### src/rtl/ivc_pkg.sv
package ivc_pkg;
  typedef enum logic [1:0] {
    SEL_MASK = 2'd0,
    SEL_PEND = 2'd1,
    SEL_ISR  = 2'd2,
    SEL_BASE = 2'd3
  } reg_sel_e;
endpackage

### src/rtl/ivc_prio_enc.sv
module ivc_prio_enc #(
  parameter int N  = 32,
  parameter int IW = $clog2(N)
) (
  input  logic [N-1:0]  req_i,
  output logic          any_o,
  output logic [IW-1:0] idx_o
);
  always_comb begin
    any_o = 1'b0;
    idx_o = '0;
    for (int i = 0; i < N; i++) begin
      if (req_i[i]) begin
        any_o = 1'b1;
        idx_o = IW'(i);
      end
    end
  end
endmodule

### src/rtl/ivc_regs.sv
module ivc_regs
  import ivc_pkg::*;
#(
  parameter int N      = 32,
  parameter int BASE_W = 2
) (
  input  logic              clk_i,
  input  logic              rst_ni,
  input  logic [N-1:0]      src_i,
  input  logic              wr_en_i,
  input  logic [1:0]        addr_i,
  input  logic [N-1:0]      wdata_i,
  input  logic [N-1:0]      clr_pend_i,
  input  logic [N-1:0]      set_isr_i,
  output logic [N-1:0]      mask_o,
  output logic [N-1:0]      pend_o,
  output logic [N-1:0]      isr_o,
  output logic [BASE_W-1:0] base_o,
  output logic [N-1:0]      rdata_o
);
  reg_sel_e    sel;
  logic [N-1:0] isr_w1c;

  assign sel     = reg_sel_e'(addr_i);
  assign isr_w1c = (wr_en_i && sel == SEL_ISR) ? wdata_i : '0;

  always_ff @(posedge clk_i or negedge rst_ni) begin
    if (!rst_ni) begin
      mask_o <= '0;
      pend_o <= '0;
      isr_o  <= '0;
      base_o <= '0;
    end else begin
      // event in the acknowledge cycle wins over the clear
      pend_o <= (pend_o & ~clr_pend_i) | src_i;
      // set from acknowledge wins over a same-cycle clear
      isr_o  <= (isr_o & ~isr_w1c) | set_isr_i;
      if (wr_en_i && sel == SEL_MASK) mask_o <= wdata_i;
      if (wr_en_i && sel == SEL_BASE) base_o <= wdata_i[BASE_W-1:0];
    end
  end

  always_comb begin
    unique case (sel)
      SEL_MASK: rdata_o = mask_o;
      SEL_PEND: rdata_o = pend_o;
      SEL_ISR:  rdata_o = isr_o;
      default:  rdata_o = N'(base_o);
    endcase
  end
endmodule

### src/rtl/ivc_arb.sv
module ivc_arb #(
  parameter int N  = 32,
  parameter int IW = $clog2(N)
) (
  input  logic [N-1:0]  mask_i,
  input  logic [N-1:0]  pend_i,
  input  logic [N-1:0]  isr_i,
  output logic          eligible_o,
  output logic [IW-1:0] win_idx_o,
  output logic [N-1:0]  win_oh_o
);
  logic          p_any, s_any;
  logic [IW-1:0] p_idx, s_idx;

  ivc_prio_enc #(.N(N), .IW(IW)) u_pend_enc (
    .req_i (pend_i & mask_i),
    .any_o (p_any),
    .idx_o (p_idx)
  );

  ivc_prio_enc #(.N(N), .IW(IW)) u_isr_enc (
    .req_i (isr_i),
    .any_o (s_any),
    .idx_o (s_idx)
  );

  assign eligible_o = p_any && (!s_any || p_idx > s_idx);
  assign win_idx_o  = p_idx;
  assign win_oh_o   = N'(1) << p_idx;
endmodule

### src/rtl/irq_vector_ctrl.sv
module irq_vector_ctrl #(
  parameter int N_SRC = 32,
  parameter int VEC_W = 8
) (
  input  logic             clk_i,
  input  logic             rst_ni,
  input  logic [N_SRC-1:0] src_i,
  input  logic             wr_en_i,
  input  logic [1:0]       addr_i,
  input  logic [N_SRC-1:0] wdata_i,
  output logic [N_SRC-1:0] rdata_o,
  output logic             irq_o,
  input  logic             ack_i,
  output logic [VEC_W-1:0] vec_o,
  output logic             vec_valid_o
);
  localparam int IDX_W  = $clog2(N_SRC);
  localparam int BASE_W = VEC_W - IDX_W - 1;

  logic [N_SRC-1:0]  mask_q, pend_q, isr_q, win_oh, grant_oh;
  logic [BASE_W-1:0] base_q;
  logic [IDX_W-1:0]  win_idx;
  logic              eligible, grant;

  assign grant    = ack_i && eligible;
  assign grant_oh = grant ? win_oh : '0;

  ivc_regs #(.N(N_SRC), .BASE_W(BASE_W)) u_regs (
    .clk_i      (clk_i),
    .rst_ni     (rst_ni),
    .src_i      (src_i),
    .wr_en_i    (wr_en_i),
    .addr_i     (addr_i),
    .wdata_i    (wdata_i),
    .clr_pend_i (grant_oh),
    .set_isr_i  (grant_oh),
    .mask_o     (mask_q),
    .pend_o     (pend_q),
    .isr_o      (isr_q),
    .base_o     (base_q),
    .rdata_o    (rdata_o)
  );

  ivc_arb #(.N(N_SRC), .IW(IDX_W)) u_arb (
    .mask_i     (mask_q),
    .pend_i     (pend_q),
    .isr_i      (isr_q),
    .eligible_o (eligible),
    .win_idx_o  (win_idx),
    .win_oh_o   (win_oh)
  );

  assign irq_o = eligible;

  always_ff @(posedge clk_i or negedge rst_ni) begin
    if (!rst_ni) begin
      vec_o       <= '0;
      vec_valid_o <= 1'b0;
    end else begin
      vec_valid_o <= ack_i;
      if (ack_i) vec_o <= grant ? {base_q, 1'b0, win_idx} : {base_q, 1'b1, IDX_W'(0)};
    end
  end
endmodule

### config.mk
export PLATFORM = sky130hd
export DESIGN_NAME = irq_vector_ctrl
export DESIGN_NICKNAME = d
export VERILOG_FILES = /design/src/rtl/ivc_pkg.sv /design/src/rtl/ivc_prio_enc.sv /design/src/rtl/ivc_regs.sv /design/src/rtl/ivc_arb.sv /design/src/rtl/irq_vector_ctrl.sv
export SDC_FILE = /design/constraint.sdc
export NUM_CORES = 1
export LEC_CHECK = 0
export ABC_AREA = 1
export CAP_MARGIN = 5
export CORE_ASPECT_RATIO = 2
export CORE_MARGIN = 4
export CORE_UTILIZATION = 55
export CTS_BUF_LIST = sky130_fd_sc_hd__clkbuf_8
export DETAILED_ROUTE_END_ITERATION = 7
export DONT_BUFFER_PORTS = 1
export GPL_TIMING_DRIVEN = 0
export HOLD_SLACK_MARGIN = 0.1
export PLACE_DENSITY_LB_ADDON = 0.25
export SLEW_MARGIN = 5
export SYNTH_ARGS = -nofsm -noshare
export SYNTH_HDL_FRONTEND = slang
export SYNTH_SLANG_ARGS = --single-unit
### constraint.sdc
create_clock -name clk_i -period 4.3 [get_ports clk_i]
set_input_delay 0 -clock clk_i [delete_from_list [all_inputs] [get_ports clk_i]]
set_output_delay 0 -clock clk_i [all_outputs]
set_load 0.005 [all_outputs]
After elaboration in Yosys (flattened, before gate mapping). Cells that the tools add are included. W data, S select, Z words.

Memory bits (writable): 0. Memories kept: 0. Latch bits: 0. Register bits after elaboration: 107. Memory bits (read-only): 0. Logic and storage cells: 156.

Add/subtract/negate cells: 0. Reductions and logical operators: 8. Shift operators: 1. Multiply operators: 0. $lt $le $gt $ge: 1. Multiplexer cells: 130. Equality and inequality tests: 3. Div/mod/pow operators: 0. Bitwise logic cells: 7.

Operator list (number): $mux W5 (60); $and A32 B32 Y32 (3); $pmux W32 S3 (1); $mux W1 (66); $mux W32 (2); $not A32 Y32 (2); $or A32 B32 Y32 (2); $shl A1 B5 Y32 const A (1); $mux W6 (1); $gt A5 B5 Y1 (1); $logic_and A1 B1 Y1 (5); $eq A2 B2 Y1 const B (2); $eq A2 B1 Y1 const B (1); $logic_not A2 Y1 (1); $logic_not A1 Y1 (1); $logic_or A1 B1 Y1 (1).

Longest topological paths before layout.
Depth in word-level cells: 40. Depth in mapped cells: 46.

Modules after synthesis. Synthesis repeated with hierarchy kept, for this count alone.

Cells, all modules: 1022. Area total of the unflattened synthesis: 6712.7 um^2.

By module, submodules not included: ivc_regs (cells each 557, area each 4515.6 um^2, seq. area each 2452.4 um^2, times used 1); ivc_prio_enc (cells each 106, area each 430.4 um^2, seq. area each 0.0 um^2, times used 2); ivc_arb (cells each 149, area each 686.9 um^2, seq. area each 0.0 um^2, times used 1); irq_vector_ctrl (cells each 104, area each 649.4 um^2, seq. area each 225.2 um^2, times used 1).

Least setup slack after synthesis. OpenSTA, ideal clock, no wires.

Path kind: register to register. Start point: reg u_regs.mask_o[2]. End point: reg u_regs.pend_o[28]. Data arrival time: 3516 ps. Setup time: 117 ps. Period minus slack after synthesis: 3633 ps. Stages on the path, launching flop included: 46. Buffers on the path: 1. Slack: 667 ps. Path through: dfrtp_1 -> nand2_1 -> nand2_1 -> nand2_1 -> nand2_1 -> nand2_1 -> nand2_1 -> nand2_1 -> nand2_1 -> nand2_1 -> nand2_1 -> nand2_1 -> nand2_1 -> nand2_1 -> nand2_1 -> nand2_1 -> nand2_1 -> nand2_1 -> [... 10 more ...] -> nand2_1 -> nand2_2 -> nand2_4 -> nand2_4 -> inv_1 -> ha_1 -> nor3_1 -> nor3_1 -> o2bb2ai_1 -> nand2_1 -> nand2_1 -> nor2_1 -> inv_1 -> nor2_1 -> clkbuf_1 -> nand4_1 -> nand2_1 -> nand2_1.

Longest elaborated chain between the ends: 39. Elaborated cells on any way between the ends: 70. Classes of those cells: order compare (1); shift (1); mux (61); bitwise (4); reduce/logical (3).

Ends and longest elaborated chain: from (decl) (RTL line ivc_regs.sv:15) `output logic [N-1:0] mask_o,`; from (signal assigned) (RTL line ivc_regs.sv:38) `if (wr_en_i && sel == SEL_MASK) mask_o <= wdata_i;`; $and A32 B32 Y32 (*) (RTL line ivc_arb.sv:16) `.req_i (pend_i & mask_i),`; $mux W5 (30 in series) (RTL line ivc_prio_enc.sv:13) `if (req_i[i]) begin`; $gt A5 B5 Y1 (RTL line ivc_arb.sv:27) `assign eligible_o = p_any && (!s_any || p_idx > s_idx);`; $logic_or A1 B1 Y1 (RTL line ivc_arb.sv:27); $logic_and A1 B1 Y1 (RTL line ivc_arb.sv:27); $logic_and A1 B1 Y1 (RTL line irq_vector_ctrl.sv:25) `assign grant = ack_i && eligible;`; $mux W32 (*) (RTL line irq_vector_ctrl.sv:26) `assign grant_oh = grant ? win_oh : '0;`; $not A32 Y32 (*) (RTL line ivc_regs.sv:35) `pend_o <= (pend_o & ~clr_pend_i) | src_i;`; $and A32 B32 Y32 (*) (RTL line ivc_regs.sv:35); $or A32 B32 Y32 (*) (RTL line ivc_regs.sv:35); to (signal assigned) (RTL line ivc_regs.sv:35); to (decl) (RTL line ivc_regs.sv:16) `output logic [N-1:0] pend_o,`.

Mark *: on every way between the ends. The rest lies on a longest branch, timed or not. A chain may end at the register's enable or synchronous reset.

Worst setup path after layout.
Start point: reg u_regs.isr_o[3]. End point: reg u_regs.pend_o[27].

Longest elaborated chain between the ends: 37. Elaborated cells on any way between the ends: 67. Classes of those cells: order compare (1); mux (59); bitwise (3); reduce/logical (4).

Ends and longest elaborated chain: from (decl) (RTL line ivc_regs.sv:17) `output logic [N-1:0] isr_o,`; from (signal assigned) (RTL line ivc_regs.sv:37) `isr_o <= (isr_o & ~isr_w1c) | set_isr_i;`; $mux W5 or $mux W1 (tied branches) (29 in series) (RTL line ivc_prio_enc.sv:13); $gt A5 B5 Y1 or $logic_not A1 Y1 (tied branches) (RTL line ivc_arb.sv:27); $logic_or A1 B1 Y1 (*) (RTL line ivc_arb.sv:27); $logic_and A1 B1 Y1 (*) (RTL line ivc_arb.sv:27); $logic_and A1 B1 Y1 (*) (RTL line irq_vector_ctrl.sv:25); $mux W32 (*) (RTL line irq_vector_ctrl.sv:26); $not A32 Y32 (*) (RTL line ivc_regs.sv:35); $and A32 B32 Y32 (*) (RTL line ivc_regs.sv:35); $or A32 B32 Y32 (*) (RTL line ivc_regs.sv:35).

Marks and branches as above.

==> metrics.txt <==
status finished, final reports clean; CP Launch Type flop; crit end category flop; CP top delay family compound AO/OA/AOI/OAI gates; Layout Cells excl Fill around 1000; Yosys warning total 0; worst skew pair latency 390 ps; most common cell after layout, fill and taps aside nand2_1; met2 routed WL 10.2 mm; Chip Height 152 µm; max_cap viols 0; WL final 20.0 mm; Design Area, Final 7010 µm²; Initial Utilization 56.4%; fmax 245 MHz; Port Buf Inserts 0; pwr dens 490 nW/µm²; # H-tree levels 3; met1 wire length 6.86 mm; slew margin rel. 40.8%; placed inst area between 5000 and 6000 µm²; initial antenna violation count 0; Post-Syn Instances between 700 and 800; die width 80.1 µm; r2r endpoint u_regs.pend_o[27]$_DFF_PN0_; crit path kind flop to flop; Placed Cells 916; max-slew violations 0; VDD IR-drop max approximately 0.34 mV; clk slew on worst S/H paths 100 ps; reg-to-reg slack, setup 220 ps; ant diodes 0; setup violators final 0; CTS sink count 107; share of cells above drive strength 1 6.38%; Worst Hold Endpoint u_regs.base_o[1]$_DFFE_PN0P_; vias per cell between 5 and 6; die footprint 12200 µm²; TritonCTS buffer count 9; flops & latches, synth 107; Core ar. around 10000 µm²; wire length on met3 1.73 mm; worst min path class primary input to flop; synthesized area about 5700 µm²; Wirelength per Cell 19.8 µm; Max Used Layer met4; Placer Congestion between 0.9 and 1; root buf cell clkbuf_8; critical path arrival 4360 ps; Synth Net Count approximately 860; Largest stage delay, worst path 430 ps; Max clock buf depth 2; period utilization roughly 95%; hold violation total from the final report 0; Distinct cells, synth 31; GRT Residual Overflow 0; io pins 112; Iteration-0 DRC Markers 637; Min Hold Slack approximately 160 ps; LEAKAGE about 3.6 nW; fin util 69.0%; post-route antenna net violation count 0; global-route wire length before repair 30.6 mm; commonest cells after routing, fill and taps aside 272 x nand2_1, 107 x dfrtp_1, 106 x inv_1; Worst-Margin Slew 888 ps; vias 6031; vias in the first global route about 5900; synthesis-to-finish area growth 22.4%; Rows 52; Hold Path Stages 4; worst endpoint required time 4580 ps; sum of buffers and inverters on the critical path 4; Final #Nets 948; Crit Path Max Fanout 7; CTS tree built; Initial DRT Pass Iterations 6; post-synthesis sequential area ratio 46.8%; final worst path period need 4080 ps; startpoint of the worst hold path addr_i[1]; skew final 11.8 ps; Tot GR Track Use between 30 and 40%; Residual DRC 0; largest net degree at the start of global routing about 110; Crit Reg-Reg Startpoint u_regs.isr_o[3]$_DFF_PN0_; reg2reg path depth 29; placed wire-length estimate 14.0 mm; Mapped Avg Cell Area 7.33 µm²; crit path max-delay cell type dfrtp_1
## tightest hold or removal path, delay by kind of cell
family / cells / cell delay [ps]
AOI/OAI and AO/OA: 1 / 120
buffers and inverters: 1 / 140
and+or+nand+nor: 2 / 230
## cells in the mapped netlist
cell,n,area [µm²]
nand4_1,12,75.1
a31oi_1,3,18.8
o21ai_0,81,405
a221oi_1,2,17.5
nor3_1,6,30.0
o211ai_1,9,67.6
nand3_2,1,10.0
o31ai_1,1,7.51
ha_1,5,62.6
inv_1,108,405
clkinv_1,3,11.3
o21ai_1,4,20.0
nand2_2,1,6.26
buf_1,1,3.75
a21oi_1,15,75.1
dfrtp_1,107,2680
nor2_8,1,20.0
nor2_2,4,25.0
a22o_1,1,8.76
o21bai_1,10,75.1
nand2_4,2,22.5
nand4_2,3,37.5
o2bb2ai_1,1,8.76
nor2_1,35,131
a211oi_1,1,7.51
a22oi_1,3,22.5
clkbuf_1,22,82.6
nand3_1,53,265
o221ai_1,8,70.1
nand2_1,275,1030
nor4_1,3,18.8
## metrics by stage
step	TNS [ps]	setup WS [ps]	power (mW)
after global placement	-7600	-372	2.33
final	0	216	3.44
after global routing	-69.1	-30.0	3.61
after floorplan	0	667	2.03
after CTS	0	25.9	3.20
after detailed placement	-10880	-473	2.37
## layer usage
metal	track usage [%]	up-vias
met3	6.45	89
met2	55.4	401
li1	-	2689
met4	18.1	0
met1	38.6	2852
met5	0	-
## sequential cells by signal, summed over array words and instances (netlist names)
name,cells
vec_o,8
u_regs.base_o,2
u_regs.isr_o,32
vec_valid_o,1
u_regs.mask_o,32
u_regs.pend_o,32
## kinds of logic after synthesis
kind of cell,share of synthesized area (%)
AO/OA/AOI/OAI,14.1
flip-flops,46.8
AND/OR/NAND/NOR,29.3
adder cells (fa/ha/maj),1.09
buffers and inverters,8.79
## how the worst max path moves through the flow
stage / start / to / slack (ps) / depth (start not counted)
detailed placement: u_regs.isr_o[2]$_DFF_PN0_ / u_regs.pend_o[28]$_DFF_PN0_ / -470 / 29
global route: u_regs.isr_o[2]$_DFF_PN0_ / u_regs.pend_o[19]$_DFF_PN0_ / -30 / 30
finish: u_regs.isr_o[3]$_DFF_PN0_ / u_regs.pend_o[27]$_DFF_PN0_ / 220 / 29
global placement: u_regs.isr_o[2]$_DFF_PN0_ / u_regs.pend_o[28]$_DFF_PN0_ / -370 / 29
floorplan: u_regs.mask_o[2]$_DFFE_PN0P_ / u_regs.pend_o[28]$_DFF_PN0_ / 670 / 45
CTS: u_regs.isr_o[2]$_DFF_PN0_ / u_regs.pend_o[8]$_DFF_PN0_ / 30 / 29
## report_power, final
group	internal, mW	switching (mW)	total, mW
Clock	0.350	0.370	0.720
Combinational	0.542	0.883	1.43
Sequential	1.15	0.136	1.29
Total	2.05	1.39	3.44
## timing repair
action	CTS	global route
pin swaps	0	15
hold buffers	69	0
buffers inserted	0	12
hold endpoints to repair	214	0
setup endpoints to repair	43	63
gates resized for setup	10	22
## cell type report
| cell class | instances | area [µm²] |
|---|---|---|
| buffer | 23 | 106 |
| fill | 890 | 3140 |
| clock buffer | 10 | 138 |
| timing repair buffer | 81 | 811 |
| multi-input combinational | 540 | 2590 |
| clock inverter | 6 | 95.1 |
| tap | 135 | 169 |
| sequential | 107 | 2680 |
| inverter | 111 | 419 |
Power figures use the tool's default switching activity.
